**src/rtl/extirq_pkg.sv**
```systemverilog
package extirq_pkg;

    localparam int NLINES     = 3;
    localparam int FIELD_W    = 8;
    localparam int BIT_STAT   = 0;
    localparam int BIT_CLKSEL = 4;
    localparam int BIT_EN     = 5;
    localparam int BIT_TYP_LO = 6;
    localparam int BIT_TYP_HI = 7;

    typedef enum logic [1:0] {
        TRIG_LVL_HI = 2'b00,
        TRIG_LVL_LO = 2'b01,
        TRIG_RISE   = 2'b10,
        TRIG_FALL   = 2'b11
    } trig_e;

    typedef enum logic [1:0] {
        ST_LEVEL     = 2'b00,
        ST_EDGE_WAIT = 2'b01,
        ST_EDGE_PEND = 2'b10
    } line_state_e;

    function automatic logic trig_inverts(trig_e t);
        return (t == TRIG_LVL_LO) || (t == TRIG_FALL);
    endfunction

    function automatic logic trig_is_edge(trig_e t);
        return (t == TRIG_RISE) || (t == TRIG_FALL);
    endfunction

endpackage

```
**src/rtl/extirq_regif.sv**
```systemverilog
module extirq_regif
    import extirq_pkg::*;
#(
    parameter bit SHARED_LAYOUT = 1'b0,
    parameter int ADDR_W        = 12,
    parameter int DATA_W        = 32,
    parameter logic [ADDR_W-1:0] OFS0 = 12'h000,
    parameter logic [ADDR_W-1:0] OFS1 = 12'h328,
    parameter logic [ADDR_W-1:0] OFS2 = 12'h32C
) (
    input  logic                           wr_en,
    input  logic [ADDR_W-1:0]              wr_addr,
    input  logic [DATA_W-1:0]              wr_data,
    input  logic [ADDR_W-1:0]              rd_addr,
    input  logic [NLINES-1:0][FIELD_W-1:0] field_rd,
    output logic [DATA_W-1:0]              rd_data,
    output logic [NLINES-1:0]              line_wstb,
    output logic [NLINES-1:0][FIELD_W-1:0] line_wfield
);

    localparam int PACK_W = FIELD_W * NLINES;

    generate
        if (SHARED_LAYOUT) begin : g_shared
            logic wr_hit;
            logic unused_hi;

            assign wr_hit    = wr_en && (wr_addr == OFS0);
            assign unused_hi = ^wr_data[DATA_W-1:PACK_W];

            for (genvar i = 0; i < NLINES; i++) begin : g_ln
                assign line_wstb[i]   = wr_hit;
                assign line_wfield[i] = wr_data[FIELD_W*(NLINES-1-i) +: FIELD_W];
            end

            always_comb begin
                rd_data = '0;
                if (rd_addr == OFS0) begin
                    for (int i = 0; i < NLINES; i++) begin
                        rd_data[FIELD_W*(NLINES-1-i) +: FIELD_W] = field_rd[i];
                    end
                end
            end
        end else begin : g_split
            localparam logic [ADDR_W-1:0] OFS_TAB [NLINES] = '{OFS0, OFS1, OFS2};
            logic unused_hi;

            assign unused_hi = ^wr_data[DATA_W-1:FIELD_W];

            for (genvar i = 0; i < NLINES; i++) begin : g_ln
                assign line_wstb[i]   = wr_en && (wr_addr == OFS_TAB[i]);
                assign line_wfield[i] = wr_data[FIELD_W-1:0];
            end

            always_comb begin
                rd_data = '0;
                for (int i = 0; i < NLINES; i++) begin
                    if (rd_addr == OFS_TAB[i]) begin
                        rd_data[FIELD_W-1:0] = field_rd[i];
                    end
                end
            end
        end
    endgenerate

endmodule

```
**src/rtl/extirq_line.sv**
```systemverilog
module extirq_line
    import extirq_pkg::*;
(
    input  logic               clk,
    input  logic               rst_n,
    input  logic               tick_base,
    input  logic               tick_fast,
    input  logic               pin,
    input  logic               wr_stb,
    input  logic [FIELD_W-1:0] wr_field,
    output logic [FIELD_W-1:0] field_rd,
    output logic               irq
);

    logic [FIELD_W-1:1] ctl_q;
    logic               sync1_q;
    logic               sync2_q;
    logic               smp_q;
    line_state_e        st_q;
    line_state_e        st_d;

    trig_e trig;
    logic  tick;
    logic  inv;
    logic  edge_mode;
    logic  en;
    logic  pol_now;
    logic  pol_old;
    logic  rise;
    logic  qual_next;
    logic  type_chg;
    logic  w1c;

    assign trig      = trig_e'(ctl_q[BIT_TYP_HI:BIT_TYP_LO]);
    assign inv       = trig_inverts(trig);
    assign edge_mode = trig_is_edge(trig);
    assign en        = ctl_q[BIT_EN];
    assign tick      = ctl_q[BIT_CLKSEL] ? tick_fast : tick_base;

    assign pol_now   = sync2_q ^ inv;
    assign pol_old   = smp_q ^ inv;
    assign rise      = tick && pol_now && !pol_old;
    assign qual_next = (tick ? sync2_q : smp_q) ^ inv;

    assign type_chg  = wr_stb && (wr_field[BIT_TYP_HI:BIT_TYP_LO] != ctl_q[BIT_TYP_HI:BIT_TYP_LO]);
    assign w1c       = wr_stb && wr_field[BIT_STAT];

    // control field storage (bits 7:1)
    always_ff @(posedge clk or negedge rst_n) begin
        if (!rst_n) begin
            ctl_q <= '0;
        end else if (wr_stb) begin
            ctl_q <= wr_field[FIELD_W-1:1];
        end
    end

    // synchronizer and sampling flop
    always_ff @(posedge clk or negedge rst_n) begin
        if (!rst_n) begin
            sync1_q <= 1'b0;
            sync2_q <= 1'b0;
            smp_q   <= 1'b0;
        end else begin
            sync1_q <= pin;
            sync2_q <= sync1_q;
            if (tick) begin
                smp_q <= sync2_q;
            end
        end
    end

    // state register
    always_ff @(posedge clk or negedge rst_n) begin
        if (!rst_n) begin
            st_q <= ST_LEVEL;
        end else begin
            st_q <= st_d;
        end
    end

    // next-state logic
    always_comb begin
        st_d = st_q;
        if (type_chg) begin
            st_d = wr_field[BIT_TYP_HI] ? ST_EDGE_WAIT : ST_LEVEL;
        end else begin
            unique case (st_q)
                ST_LEVEL:     st_d = ST_LEVEL;
                ST_EDGE_WAIT: if (rise) st_d = ST_EDGE_PEND;
                ST_EDGE_PEND: if (w1c && !rise) st_d = ST_EDGE_WAIT;
                default:      st_d = ST_LEVEL;
            endcase
        end
    end

    // output process
    always_ff @(posedge clk or negedge rst_n) begin
        if (!rst_n) begin
            irq <= 1'b0;
        end else begin
            irq <= en && (edge_mode ? rise : qual_next);
        end
    end

    assign field_rd = {ctl_q, (edge_mode ? (st_q == ST_EDGE_PEND) : pol_old)};

    AST_MASK_OUT: assert property (@(posedge clk) disable iff (!rst_n)
        !en |=> !irq);
    AST_PEND_HOLD: assert property (@(posedge clk) disable iff (!rst_n)
        (st_q == ST_EDGE_PEND && !w1c && !type_chg) |=> (st_q == ST_EDGE_PEND));
    AST_EDGE_SET_WINS: assert property (@(posedge clk) disable iff (!rst_n)
        (rise && edge_mode && !type_chg) |=> (st_q == ST_EDGE_PEND));
    AST_PULSE_ONCE: assert property (@(posedge clk) disable iff (!rst_n)
        (rise && !wr_stb) |=> !rise);
    AST_TYPECHG_CLEARS: assert property (@(posedge clk) disable iff (!rst_n)
        type_chg |=> (st_q != ST_EDGE_PEND));
    AST_LVL_NO_PEND: assert property (@(posedge clk) disable iff (!rst_n)
        !edge_mode |-> (st_q == ST_LEVEL));

endmodule

```
**src/rtl/extirq_cond.sv**
```systemverilog
module extirq_cond
    import extirq_pkg::*;
#(
    parameter bit SHARED_LAYOUT = 1'b0,
    parameter int ADDR_W        = 12,
    parameter int DATA_W        = 32,
    parameter logic [ADDR_W-1:0] OFS0 = 12'h000,
    parameter logic [ADDR_W-1:0] OFS1 = 12'h328,
    parameter logic [ADDR_W-1:0] OFS2 = 12'h32C
) (
    input  logic              clk,
    input  logic              rst_n,
    input  logic              smp_tick_base,
    input  logic              smp_tick_fast,
    input  logic [2:0]        pin_in,
    input  logic              wr_en,
    input  logic [ADDR_W-1:0] wr_addr,
    input  logic [DATA_W-1:0] wr_data,
    input  logic [ADDR_W-1:0] rd_addr,
    output logic [DATA_W-1:0] rd_data,
    output logic [2:0]        irq_out
);

    logic [NLINES-1:0]              line_wstb;
    logic [NLINES-1:0][FIELD_W-1:0] line_wfield;
    logic [NLINES-1:0][FIELD_W-1:0] field_rd;

    extirq_regif #(
        .SHARED_LAYOUT (SHARED_LAYOUT),
        .ADDR_W        (ADDR_W),
        .DATA_W        (DATA_W),
        .OFS0          (OFS0),
        .OFS1          (OFS1),
        .OFS2          (OFS2)
    ) u_regif (
        .wr_en       (wr_en),
        .wr_addr     (wr_addr),
        .wr_data     (wr_data),
        .rd_addr     (rd_addr),
        .field_rd    (field_rd),
        .rd_data     (rd_data),
        .line_wstb   (line_wstb),
        .line_wfield (line_wfield)
    );

    generate
        for (genvar i = 0; i < NLINES; i++) begin : g_line
            extirq_line u_line (
                .clk       (clk),
                .rst_n     (rst_n),
                .tick_base (smp_tick_base),
                .tick_fast (smp_tick_fast),
                .pin       (pin_in[i]),
                .wr_stb    (line_wstb[i]),
                .wr_field  (line_wfield[i]),
                .field_rd  (field_rd[i]),
                .irq       (irq_out[i])
            );
        end

        if (!SHARED_LAYOUT) begin : g_split_chk
            AST_SPLIT_ONEHOT: assert property (@(posedge clk) disable iff (!rst_n)
                $onehot0(line_wstb));
        end else begin : g_shared_chk
            AST_SHARED_ALL: assert property (@(posedge clk) disable iff (!rst_n)
                (wr_en && wr_addr != OFS0) |-> (line_wstb == '0));
        end
    endgenerate

endmodule

```
**config.mk**
```make
export PLATFORM = sky130hd
export DESIGN_NAME = extirq_cond
export DESIGN_NICKNAME = d
export VERILOG_FILES = /design/src/rtl/extirq_pkg.sv /design/src/rtl/extirq_regif.sv /design/src/rtl/extirq_line.sv /design/src/rtl/extirq_cond.sv
export SDC_FILE = /design/constraint.sdc
export NUM_CORES = 1
export LEC_CHECK = 0
export ABC_AREA = 1
export CAP_MARGIN = 15
export CORE_UTILIZATION = 40
export CTS_BUF_LIST = sky130_fd_sc_hd__clkbuf_8 sky130_fd_sc_hd__clkbuf_16
export DETAILED_ROUTE_END_ITERATION = 6
export PLACE_DENSITY = 0.77
export SYNTH_ARGS = -nofsm -noshare
export SYNTH_HDL_FRONTEND = slang
export SYNTH_SLANG_ARGS = --single-unit
```
**constraint.sdc**
```tcl
create_clock -name clk -period 1.4 [get_ports clk]
set_clock_uncertainty 0.15 [all_clocks]
set_input_delay 0.28 -clock clk [delete_from_list [all_inputs] [get_ports clk]]
set_output_delay 0.28 -clock clk [all_outputs]
set_load 0.01 [all_outputs]
```
==> flow_summary_export.csv, run 1 <==
group,metric,value,unit
detailed_routing,drtIter0Drc,95,
critical_path,crit_slowest_cell,"dfrtp_1",
floorplanning,die_x,81.37,microns
clock_network,cts_root_buf,"clkbuf_8",
critical_path,worstPathCellList,"inv_2 -> nand2_2 -> nand3_2 -> o21ai_2 -> nor2_4 -> nor2_2 -> a21oi_2 -> buf_2",
finish,areaGrowthSynthToFinish,61.92,%
detailed_routing,vias,2687,
yosys,yosys.area.top_type,"dfrtp_1",
power_and_ir_drop,power_frac_seq,44.2,%
sta,setup_ws,-0.4808,ns
critical_path,cp_num_buf_inv,2,
critical_path,slowest_delay,0.43,ns
clock_network,insertion_delay,0.29,ns
power_and_ir_drop,clkPwrFrac,25.5,%
sta,setup_viol,14,
detailed_routing,wl,7408,microns
yosys,synth_edf_count,0,
detailed_routing,ant_nets,0,
clock_network,clockBufferDepth,2,
detailed_routing,drc,0,
yosys,avgSynthCellArea,7.262,sq um
critical_path,critPathMaxFanout,4,
detailed_routing,via_per_inst,4.958,
floorplanning,initial_core_util,42.06,%
critical_path,cp-start-kind,"flip-flop",
sta,rsz0062_at_grt,"yes",
min_path,hold_path.class,"flip-flop to flip-flop",
power_and_ir_drop,switching_share,32.69,%
yosys,synth.most_common_cell,"nand2_1",
finish,design_area,4080,sq um
critical_path,crit_arrival,1.45,ns
yosys,synth_area,2520,sq um
sta,drv_slew,0,
power_and_ir_drop,power_frac_comb,30.3,%
clock_network,htree_levels,2,
global_routing,grt_pass1_wl,11060,microns
yosys,ys_ff_latch,39,
place,preCtsSetupSlack,-1.222,ns
clock_network,clkSinkCount,39,
clock_network,cts.clk_slew.worst_paths,0.08,ns
yosys,synth_top_cell_area_share,38.73,%
yosys,synthCells,347,
yosys,async_flop_share,100.0,%
clock_network,numCtsBuffers,5,
yosys,synth_cell_type_count,28,
critical_path,critical_path_class,"flip-flop to output pin",
status,outcome,"complete, but fails checks",
global_routing,grt_max_degree,40,
place,place_area,3453,sq um
finish,diodes,0,
yosys,synth-main-ff-cell,"dfrtp_1",
critical_path,required,0.97,ns
detailed_routing,drtPass1Iterations,4,
critical_path,crit_family,"flip-flops",
place,portBuffers,50,
global_routing,gr-total-overflow,0,
status,violations,"negative setup slack",
power_and_ir_drop,peakVddDrop,0.4689,mV
sta,fin_crit_sh,134.3,%
finish,drive_above_1_share,49.04,%
place,place.gp.congestion,0.8541,
power_and_ir_drop,p_sw,0.9522,mW
yosys,ys_warn_count,0,
run,drv_cap,0,
power_and_ir_drop,p_per_area,713.9,nW/um^2
global_routing,grt_pass1_vias,2542,
power_and_ir_drop,leakage,2.117,nW
yosys,ys_top_cells_by_area,"dfrtp_1 39%, nand2_1 14%, buf_4 8.0%, inv_1 6.6%, nor2_1 4.9%",
sta,max_freq,0.5317,GHz
floorplanning,die_y,81.37,microns
power_and_ir_drop,p_int,1.960,mW
detailed_routing,wl_per_cell,13.67,microns
sta,min_period,1.881,ns
floorplanning,die_area,6621,sq um
global_routing,grt_usage,22.11,%
finish,nets,530,
floorplanning,io_pins,99,
yosys,yosysSeqAreaShare,38.73,%
sta,hold_viol,0,
floorplanning,row_count,28,
floorplanning,coreArea,5991,sq um
clock_network,cts_tree,"yes",
global_routing,antenna_found_initial,0,
yosys,post_synth_most_frequent_cells,"97 x nand2_1, 44 x inv_1, 39 x dfrtp_1, 33 x nor2_1, 27 x buf_4",
place,hpwl,4839,microns
critical_path,crit_path_end_kind,"output pin",
## timing repair
| item | 4_1_cts | 5_1_grt |
|---|---|---|
| cloned | 2 | 2 |
| gates resized for setup | 166 | 90 |
| hold buffers | 1 | 0 |
| setup endpoints to repair | 42 | 35 |
| setup buffers | 7 | 7 |
| endpoints found under the hold margin | 39 | 0 |
| pin swaps | 53 | 49 |
## layer usage
layer | vias to the layer above | part of all wire (%) | track usage (%)
met2 | 96 | 53 | 40.92
met4 | 0 | 2.2 | 6.250
met3 | 18 | 6.0 | 3.820
met5 | - | 0 | 0
met1 | 1281 | 39 | 25.77
li1 | 1292 | - | -
## final cells by class
class                      instances  area [sq um]
tap                               75         93.84
inverter                          47         196.4
multi-input combinational        256          1669
clock inverter                     3         12.51
clock buffer                       5         68.82
fill                             480          1911
sequential                        39         975.9
timing repair buffer             117          1064
## through the flow
stage	power, mW	instances	setup TNS, ns	util, %	hold slack (ns)
5_1_grt	3.080	542	-4.854	68.11	0.2108
4_1_cts	2.793	534	-3.531	61.38	0.2037
3_3_place_gp	1.968	516	-21.12	57.64	0.1139
2_1_floorplan	1.690	370	-0.3043	-	-0.1656
6_report	2.913	542	-3.578	68.11	0.2026
3_5_place_dp	2.004	516	-22.60	57.64	0.1200
## path summary, 6_finish.rpt
path | from | to | slack, ns | cells after the start
max reg2reg | g_line[2].u_line.ctl_q[4]$_DFFE_PN0P_ | g_line[2].u_line.st_q[0]$_DFFE_PN0P_ | -0.08 | 7
min reg2reg | g_line[0].u_line.sync1_q$_DFF_PN0_ | g_line[0].u_line.sync2_q$_DFF_PN0_ | 0.20 | 0
min in group asynchronous | rst_n | g_line[1].u_line.sync1_q$_DFF_PN0_ | 0.33 | 3
max in group asynchronous | rst_n | g_line[0].u_line.smp_q$_DFF_PN0_ | 0.56 | 3
max | g_line[1].u_line.ctl_q[6]$_DFFE_PN0P_ | rd_data[0] | -0.48 | 8
min | g_line[0].u_line.sync1_q$_DFF_PN0_ | g_line[0].u_line.sync2_q$_DFF_PN0_ | 0.20 | 0
## cell families (layout without fill, tap and decap cells)
family	Yosys count	after routing	share of synthesized area (%)
AOI/OAI and AO/OA	50	50	12.46
other	1	24	0.1488
and+or+nand+nor	180	182	32.47
buffers and inverters	77	172	16.19
DFF	39	39	38.73
## cell usage in the layout (no fill, tap or decap), drive strengths merged, types with 3 or more instances in the layout
cell,count
clkdlybuf4s50,9
nand3,19
conb,24
o21ai,42
clkbuf,7
o211ai,3
dfrtp,39
nand2,108
dlygate4sd2,18
nor2,43
buf,85
nand4,8
inv,48
## registers in the layout, indices dropped and copies added, names as in the netlist
signal and flops:
g_line.u_line.smp_q 3, g_line.u_line.ctl_q 21, g_line.u_line.sync2_q 3, g_line.u_line.st_q 6, g_line.u_line.sync1_q 3, g_line.u_line.irq 3
## power by group through the flow
| stage | clock network [mW] | registers (mW) | logic [mW] |
|---|---|---|---|
| global route | 0.813 | 1.30 | 0.970 |
| global placement | 0 | 1.28 | 0.686 |
| floorplan | 0 | 1.28 | 0.408 |
| CTS | 0.746 | 1.27 | 0.776 |
| detailed placement | 0 | 1.29 | 0.716 |
| finish | 0.743 | 1.29 | 0.883 |
Power figures use the tool's default switching activity.
==> run 2, diff against run 1 <==
--- a/config.mk
+++ b/config.mk
@@ -6,11 +6,12 @@
 export NUM_CORES = 1
 export LEC_CHECK = 0
 export ABC_AREA = 1
-export CAP_MARGIN = 15
-export CORE_UTILIZATION = 40
+export CAP_MARGIN = 40
+export CORE_UTILIZATION = 41
 export CTS_BUF_LIST = sky130_fd_sc_hd__clkbuf_8 sky130_fd_sc_hd__clkbuf_16
 export DETAILED_ROUTE_END_ITERATION = 6
 export PLACE_DENSITY = 0.77
 export SYNTH_ARGS = -nofsm -noshare
 export SYNTH_HDL_FRONTEND = slang
+export SYNTH_HIERARCHICAL = 1
 export SYNTH_SLANG_ARGS = --single-unit
==> run 2 against run 1 <==
The flow finishes with violations (design-rule violations, negative setup slack). Global-route usage is 0.87 points higher. Maximum frequency fell by 10%. Clock power shrank 3%. Via count rose by 9.0%. Hold slack got worse by 0.0021 ns. Cell count rose by 4.2%. Combinational power increased by 27%. Sequential share of layout area shrank 1.4 points. Final area is 6.3% higher. Wire length increased by 16%. Setup slack worse by 0.22 ns. Critical endpoint unchanged. Largest power group unchanged.
==> flow_summary_export.csv, run 2 <==
group,metric,value,unit
floorplanning,io_pins,99,
yosys,synth_edf_count,0,
sta,fin_crit_sh,150.0,%
power_and_ir_drop,p_per_area,720.4,nW/um^2
finish,top_register,"g_line.u_line/ctl_q",
sta,finalSetupTns,-4.890,ns
floorplanning,row_count,29,
critical_path,critPathMaxFanout,4,
floorplanning,initial_core_util,43.05,%
clock_network,cts_tree,"yes",
clock_network,insertion_delay,0.30,ns
min_path,hold_path.class,"flip-flop to flip-flop",
place,portBuffers,50,
run,drv_cap,0,
yosys,synthCells,377,
sta,setup_ws,-0.6997,ns
detailed_routing,wl,8592,microns
yosys,synth_top_cell_area_share,35.10,%
clock_network,cts.clk_slew.worst_paths,0.07,ns
critical_path,crit_arrival,1.67,ns
detailed_routing,wl_per_cell,15.21,microns
clock_network,numCtsBuffers,5,
power_and_ir_drop,leakage,2.275,nW
yosys,synth-adder-area-share,0,%
detailed_routing,drc,16,
power_and_ir_drop,p_int,2.086,mW
finish,final_cell_mix,"51 x nand2_1, 45 x buf_4, 44 x nand2_2",
detailed_routing,via_per_inst,5.186,
yosys,synth_top_family_by_area,"simple AND/OR/NAND/NOR gates",
power_and_ir_drop,power_frac_comb,36.0,%
clock_network,htree_levels,2,
place,place.gp.congestion,0.8310,
global_routing,antenna_found_initial,0,
finish,areaGrowthSynthToFinish,56.08,%
power_and_ir_drop,switching_share,33.26,%
yosys,synth.most_common_cell,"nand2_1",
yosys,synth-xor-area-share,0,%
global_routing,grt_pass1_wl,12980,microns
sta,setup_viol,18,
power_and_ir_drop,peakVddDrop,0.7751,mV
yosys,synth_compound_area_share,6.076,%
power_and_ir_drop,p_sw,1.040,mW
yosys,synth_cell_type_count,27,
yosys,synthMuxAreaShare,3.645,%
status,outcome,"complete, but fails checks",
floorplanning,die_x,84.35,microns
yosys,post_synth_most_frequent_cells,"89 x nand2_1, 49 x buf_4, 39 x dfrtp_1, 35 x inv_1",
floorplanning,die_y,84.35,microns
detailed_routing,ant_nets,0,
critical_path,crit_path_end_kind,"output pin",
status,violations,"design-rule violations, negative setup slack",
yosys,ys_top_cells_by_area,"dfrtp_1 35%, buf_4 13%, nand2_1 12%, nand2_2 5.0%, nand3_1 4.9%",
yosys,ys_warn_count,6,
place,preCtsSetupSlack,-1.139,ns
sta,max_freq,0.4763,GHz
min_path,hold_start,"g_line[1].u_line/sync1_q$_DFF_PN0_",
sta,drv_slew,0,
critical_path,crit_path_start,"g_line[1].u_line/ctl_q[6]$_DFFE_PN0P_",
critical_path,critical_path_class,"flip-flop to output pin",
sta,min_period,2.100,ns
power_and_ir_drop,power_frac_seq,40.9,%
detailed_routing,drtPass1Iterations,7,
yosys,avgSynthCellArea,7.374,sq um
yosys,synth_area,2780,sq um
sta,rsz0062_at_grt,"yes",
finish,largest_register_ffs,21,
critical_path,slowest_delay,0.42,ns
clock_network,cts_root_buf,"clkbuf_8",
critical_path,worstPathCellList,"inv_2 -> buf_6 -> nand2_4 -> a31oi_1 -> inv_1 -> o211ai_1 -> nand2_1 -> nand2_2 -> buf_6",
yosys,yosys.area.top_type,"dfrtp_1",
finish,reg.largest.list,"g_line.u_line/ctl_q: 21 flops, g_line.u_line/st_q: 6 flops",
sta,hold_viol,0,
yosys,yosys.area_share.simple,34.92,%
critical_path,rr_startpoint,"g_line[1].u_line/ctl_q[6]$_DFFE_PN0P_",
critical_path,required,0.97,ns
finish,diodes,0,
finish,nets,551,
finish,drive_above_1_share,53.07,%
detailed_routing,drtIter0Drc,267,
place,hpwl,4875,microns
global_routing,grt_pass1_vias,2855,
power_and_ir_drop,clkPwrFrac,23.2,%
detailed_routing,vias,2930,
yosys,ys_ff_latch,39,
finish,post-route-util,67.18,%
floorplanning,coreArea,6459,sq um
yosys,synth-main-ff-cell,"dfrtp_1",
critical_path,cp-start-kind,"flip-flop",
yosys,async_flop_share,100.0,%
global_routing,grt_max_degree,40,
critical_path,crit_top_cell,"buf_6",
clock_network,clkSinkCount,39,
global_routing,gr-total-overflow,0,
clock_network,clockBufferDepth,2,
yosys,yosysSeqAreaShare,35.10,%
finish,final_common_cell,"nand2_1",
floorplanning,die_area,7114,sq um
critical_path,crit_slowest_cell,"dfrtp_1",
global_routing,grt_usage,22.97,%
-- run 2: changes by cell type in the layout (fill, tap and decap cells not counted), sizes merged, moves of 3 or more --
| cell | previous run | this run |
|---|---|---|
| buf | 85 | 106 |
| clkbuf | 7 | 13 |
| dlygate4sd2 | 18 | 7 |
| mux2 | 0 | 9 |
| nand2 | 108 | 111 |
| nand3 | 19 | 30 |
| nor3 | 1 | 4 |
| o211ai | 3 | 8 |
| o21ai | 42 | 15 |
| or2 | 1 | 8 |
-- run 2: cell type report --
| class | instances | area, sq um |
|---|---|---|
| clock buffers | 5 | 68.82 |
| clock inverters | 3 | 12.51 |
| fillers | 463 | 2120 |
| inverters | 44 | 185.2 |
| multi-input cells | 264 | 1788 |
| flip-flops and latches | 39 | 975.9 |
| well taps | 77 | 96.34 |
| repair buffers | 133 | 1212 |
-- run 2: routing by layer --
metal  wire length (microns)  global-route usage [%]  up-vias  share of wire (%)
li1                        -                       -     1344                  -
met5                       0                       0        -                  0
met2                    4405                   40.46      143                 51
met3                     629                   4.326       41                7.3
met1                    3191                   27.19     1402                 37
met4                     367                   10.63        0                4.3
-- run 2: critical path: cells and delay by family, from the launching register on --
kind	cells	cell delay, ns
AND/OR/NAND/NOR	3	0.22
flip-flops	1	0.42
buffers and inverters	4	0.38
AO/OA/AOI/OAI	2	0.35
-- run 2: final timing paths --
kind,to,slack [ns],depth (start not counted)
min in group asynchronous,g_line[0].u_line/st_q[1]$_DFFE_PN0P_,0.34,3
worst max-delay path,rd_data[0],-0.70,9
worst max register to register,g_line[1].u_line/st_q[0]$_DFFE_PN0P_,-0.61,16
worst min register to register,g_line[1].u_line/sync2_q$_DFF_PN0_,0.20,0
worst min-delay path,g_line[1].u_line/sync2_q$_DFF_PN0_,0.20,0
max in group asynchronous,g_line[2].u_line/st_q[1]$_DFFE_PN0P_,0.56,3
-- run 2: logic make-up (layout without fill, tap and decap cells) --
group,count (synthesis),count (layout)
buf+inv,97,185
simple gates,202,202
mux,9,9
compound gates,29,29
flops,39,39
other cells,1,24
-- run 2: stage by stage --
stage	hold WS [ns]	power, mW	instances	instance area, sq um
floorplan	-0.1656	1.814	400	2964
global route	0.2063	3.289	565	4339
finish	0.2005	3.126	565	4339
global placement	0.1150	2.076	529	3606
CTS	0.2034	2.968	562	4068
detailed placement	0.1162	2.119	529	3606
-- run 2: repair_timing --
| action | 4_1_cts | 5_1_grt |
|---|---|---|
| buffers inserted | 27 | 8 |
| hold endpoints to repair | 39 | 0 |
| pin swaps | 51 | 48 |
| cloned | 3 | 0 |
| hold buffers | 1 | 0 |
| gates resized for setup | 176 | 106 |
| setup endpoints to repair | 41 | 37 |
-- run 2: power groups by stage --
stage	Sequential [mW]	Combinational, mW	Clock [mW]
global route	1.29	1.22	0.782
CTS	1.27	0.954	0.740
global placement	1.29	0.787	0
floorplan	1.29	0.520	0
detailed placement	1.30	0.824	0
finish	1.28	1.12	0.724
==> run 3, diff against run 2 <==
--- a/config.mk
+++ b/config.mk
@@ -7,6 +7,7 @@
 export LEC_CHECK = 0
 export ABC_AREA = 1
 export CAP_MARGIN = 40
+export CORE_MARGIN = 8
 export CORE_UTILIZATION = 41
 export CTS_BUF_LIST = sky130_fd_sc_hd__clkbuf_8 sky130_fd_sc_hd__clkbuf_16
 export DETAILED_ROUTE_END_ITERATION = 6
==> run 3 against run 2 <==
The flow finishes with violations (negative setup slack). Wire length shrank 3.4%. Die area is 36% higher. Count of clock-buffer cells in the layout increased by 2. Setup slack better by 0.093 ns. Clock power is 15% higher. Largest power group unchanged. Cell count down 0.71%. Sequential share of layout area increased by 0.15 points. Register-to-register slack better by 0.54 ns. Core utilization shrank 2.7 points. Global-route usage down 6.8 points.
==> flow_summary_export.csv, run 3 (synthesis results as in run 2) <==
group,metric,value,unit
critical_path,cp-start-kind,"flip-flop",
floorplanning,initial_core_util,41.61,%
finish,regArea,975.9,sq um
place,hpwl,5557,microns
clock_network,cts_tree,"yes",
floorplanning,die_y,98.35,microns
floorplanning,die_x,98.35,microns
floorplanning,row_count,30,
sta,fin_crit_sh,143.3,%
clock_network,insertion_delay,0.29,ns
power_and_ir_drop,peakVddDrop,0.6500,mV
global_routing,grt_pass1_vias,2803,
finish,final_cell_mix,"57 x nand2_1, 44 x buf_4, 39 x dfrtp_1",
finish,stdcell_count,561,
floorplanning,io_pins,99,
power_and_ir_drop,switching_share,31.57,%
power_and_ir_drop,power_frac_seq,40.6,%
finish,largest_register_ffs,21,
global_routing,grt_usage,16.21,%
sta,setup_viol,18,
power_and_ir_drop,leakage,2.294,nW
status,outcome,"complete, but fails checks",
clock_network,clockBufferDepth,2,
min_path,hold_path.class,"flip-flop to flip-flop",
global_routing,gr-total-overflow,0,
clock_network,numCtsBuffers,5,
clock_network,htree_levels,2,
sta,max_freq,0.4984,GHz
detailed_routing,wl_per_cell,14.79,microns
status,violations,"negative setup slack",
global_routing,grt_max_degree,40,
detailed_routing,via_per_inst,4.922,
detailed_routing,drc,0,
detailed_routing,drtIter0Drc,241,
critical_path,required,0.97,ns
power_and_ir_drop,p_int,2.155,mW
power_and_ir_drop,clkPwrFrac,26.5,%
detailed_routing,drtPass1Iterations,5,
critical_path,crit_path_end_kind,"output pin",
run,drv_cap,0,
finish,fillerInstances,516,
place,dp.cells,534,
critical_path,critPathMaxFanout,2,
global_routing,antenna_found_initial,1,
finish,top_register,"g_line.u_line/ctl_q",
power_and_ir_drop,power_frac_comb,32.9,%
finish,drive_above_1_share,50.83,%
critical_path,crit_arrival,1.58,ns
clock_network,cts_root_buf,"clkbuf_8",
finish,multi_input_area,1783,sq um
critical_path,critical_path_class,"flip-flop to output pin",
sta,rsz0062_at_grt,"yes",
floorplanning,coreArea,6681,sq um
finish,areaGrowthSynthToFinish,55.04,%
power_and_ir_drop,p_per_area,730.8,nW/um^2
power_and_ir_drop,p_sw,0.9945,mW
sta,setup_ws,-0.6063,ns
finish,nets,543,
sta,drv_slew,0,
place,portBuffers,50,
detailed_routing,ant_nets,0,
clock_network,clkSinkCount,39,
clock_network,cts.clk_slew.worst_paths,0.08,ns
floorplanning,die_area,9672,sq um
detailed_routing,vias,2761,
finish,final_common_cell,"nand2_1",
detailed_routing,wl,8298,microns
global_routing,grt_pass1_wl,12830,microns
place,place.gp.congestion,0.8625,
power_and_ir_drop,total_power,3.150,mW
finish,reg.largest.list,"g_line.u_line/ctl_q: 21 flops, g_line.u_line/st_q: 6 flops",
sta,hold_viol,0,
sta,min_period,2.006,ns
## run 3: cell types whose count changed in the layout (fill, tap and decap cells not counted), sizes merged
cell / before / now
buf: 106 / 98
clkdlybuf4s15: 0 / 3
dlygate4sd2: 7 / 5
dlymetal6s2s: 1 / 3
clkdlybuf4s50: 10 / 9
clkinv: 1 / 0
diode: 0 / 1
inv: 46 / 45
## run 3: power by group through the flow
stage	Combinational (mW)	Sequential, mW	Clock (mW)
2_1_floorplan	0.520	1.29	0
3_3_place_gp	0.800	1.29	0
3_5_place_dp	0.835	1.29	0
4_1_cts	0.925	1.27	0.850
5_1_grt	1.13	1.29	0.905
6_report	1.04	1.28	0.834
## run 3: worst max-delay path, cell delays in order, from the launching register on
cell and delay [ns]:
dfrtp_1 0.40, or2_2 0.31, a31oi_2 0.17, nand3_1 0.10, nand2_1 0.06, nand2_1 0.06
nand2_2 0.08, buf_6 0.10
## run 3: through the flow
| stage | setup TNS [ns] | hold WS (ns) | cell area [sq um] | setup WS (ns) | util (%) |
|---|---|---|---|---|---|
| 6_report | -3.592 | 0.2006 | 4310 | -0.6063 | 64.51 |
| 2_1_floorplan | -3.356 | -0.1656 | 2964 | -0.3310 | - |
| 4_1_cts | -3.418 | 0.2042 | 4001 | -0.6250 | 59.89 |
| 3_5_place_dp | -28.09 | 0.1181 | 3625 | -1.197 | 54.25 |
| 3_3_place_gp | -26.60 | 0.1141 | 3625 | -1.154 | 54.25 |
| 5_1_grt | -5.008 | 0.2144 | 4310 | -0.6945 | 64.51 |
## run 3: final timing paths
kind	from	end	slack, ns	cells past startpoint
max reg2reg	g_line[1].u_line/ctl_q[6]$_DFFE_PN0P_	g_line[1].u_line/st_q[0]$_DFFE_PN0P_	-0.07	11
min	g_line[2].u_line/sync1_q$_DFF_PN0_	g_line[2].u_line/sync2_q$_DFF_PN0_	0.20	0
min in group asynchronous	rst_n	g_line[2].u_line/smp_q$_DFF_PN0_	0.33	3
min reg2reg	g_line[2].u_line/sync1_q$_DFF_PN0_	g_line[2].u_line/sync2_q$_DFF_PN0_	0.20	0
max in group asynchronous	rst_n	g_line[0].u_line/ctl_q[1]$_DFFE_PN0P_	0.58	3
max	g_line[0].u_line/smp_q$_DFF_PN0_	rd_data[0]	-0.61	7
## run 3: timing repair
item	4_1_cts	5_1_grt
cloned	1	1
resized for setup	183	98
endpoints found under the setup margin	41	39
pin swaps	58	43
hold endpoints to repair	39	0
hold buffers	1	0
buffers inserted	11	6
## run 3: layer usage
layer	track usage [%]	share of wire (%)
met2	28.10	50
met1	18.94	41
met4	5.195	1.9
met3	4.196	7.6
met5	0	0
## run 3: area by class of cell
| type | instances | area share, % |
|---|---|---|
| clock inverter | 1 | 0.08708 |
| clock buffer | 7 | 2.235 |
| timing repair buffer | 125 | 27.00 |
| tap | 80 | 2.322 |
| sequential | 39 | 22.64 |
| multi-input combinational | 264 | 41.36 |
| antenna | 1 | 0.05806 |
| inverter | 44 | 4.296 |
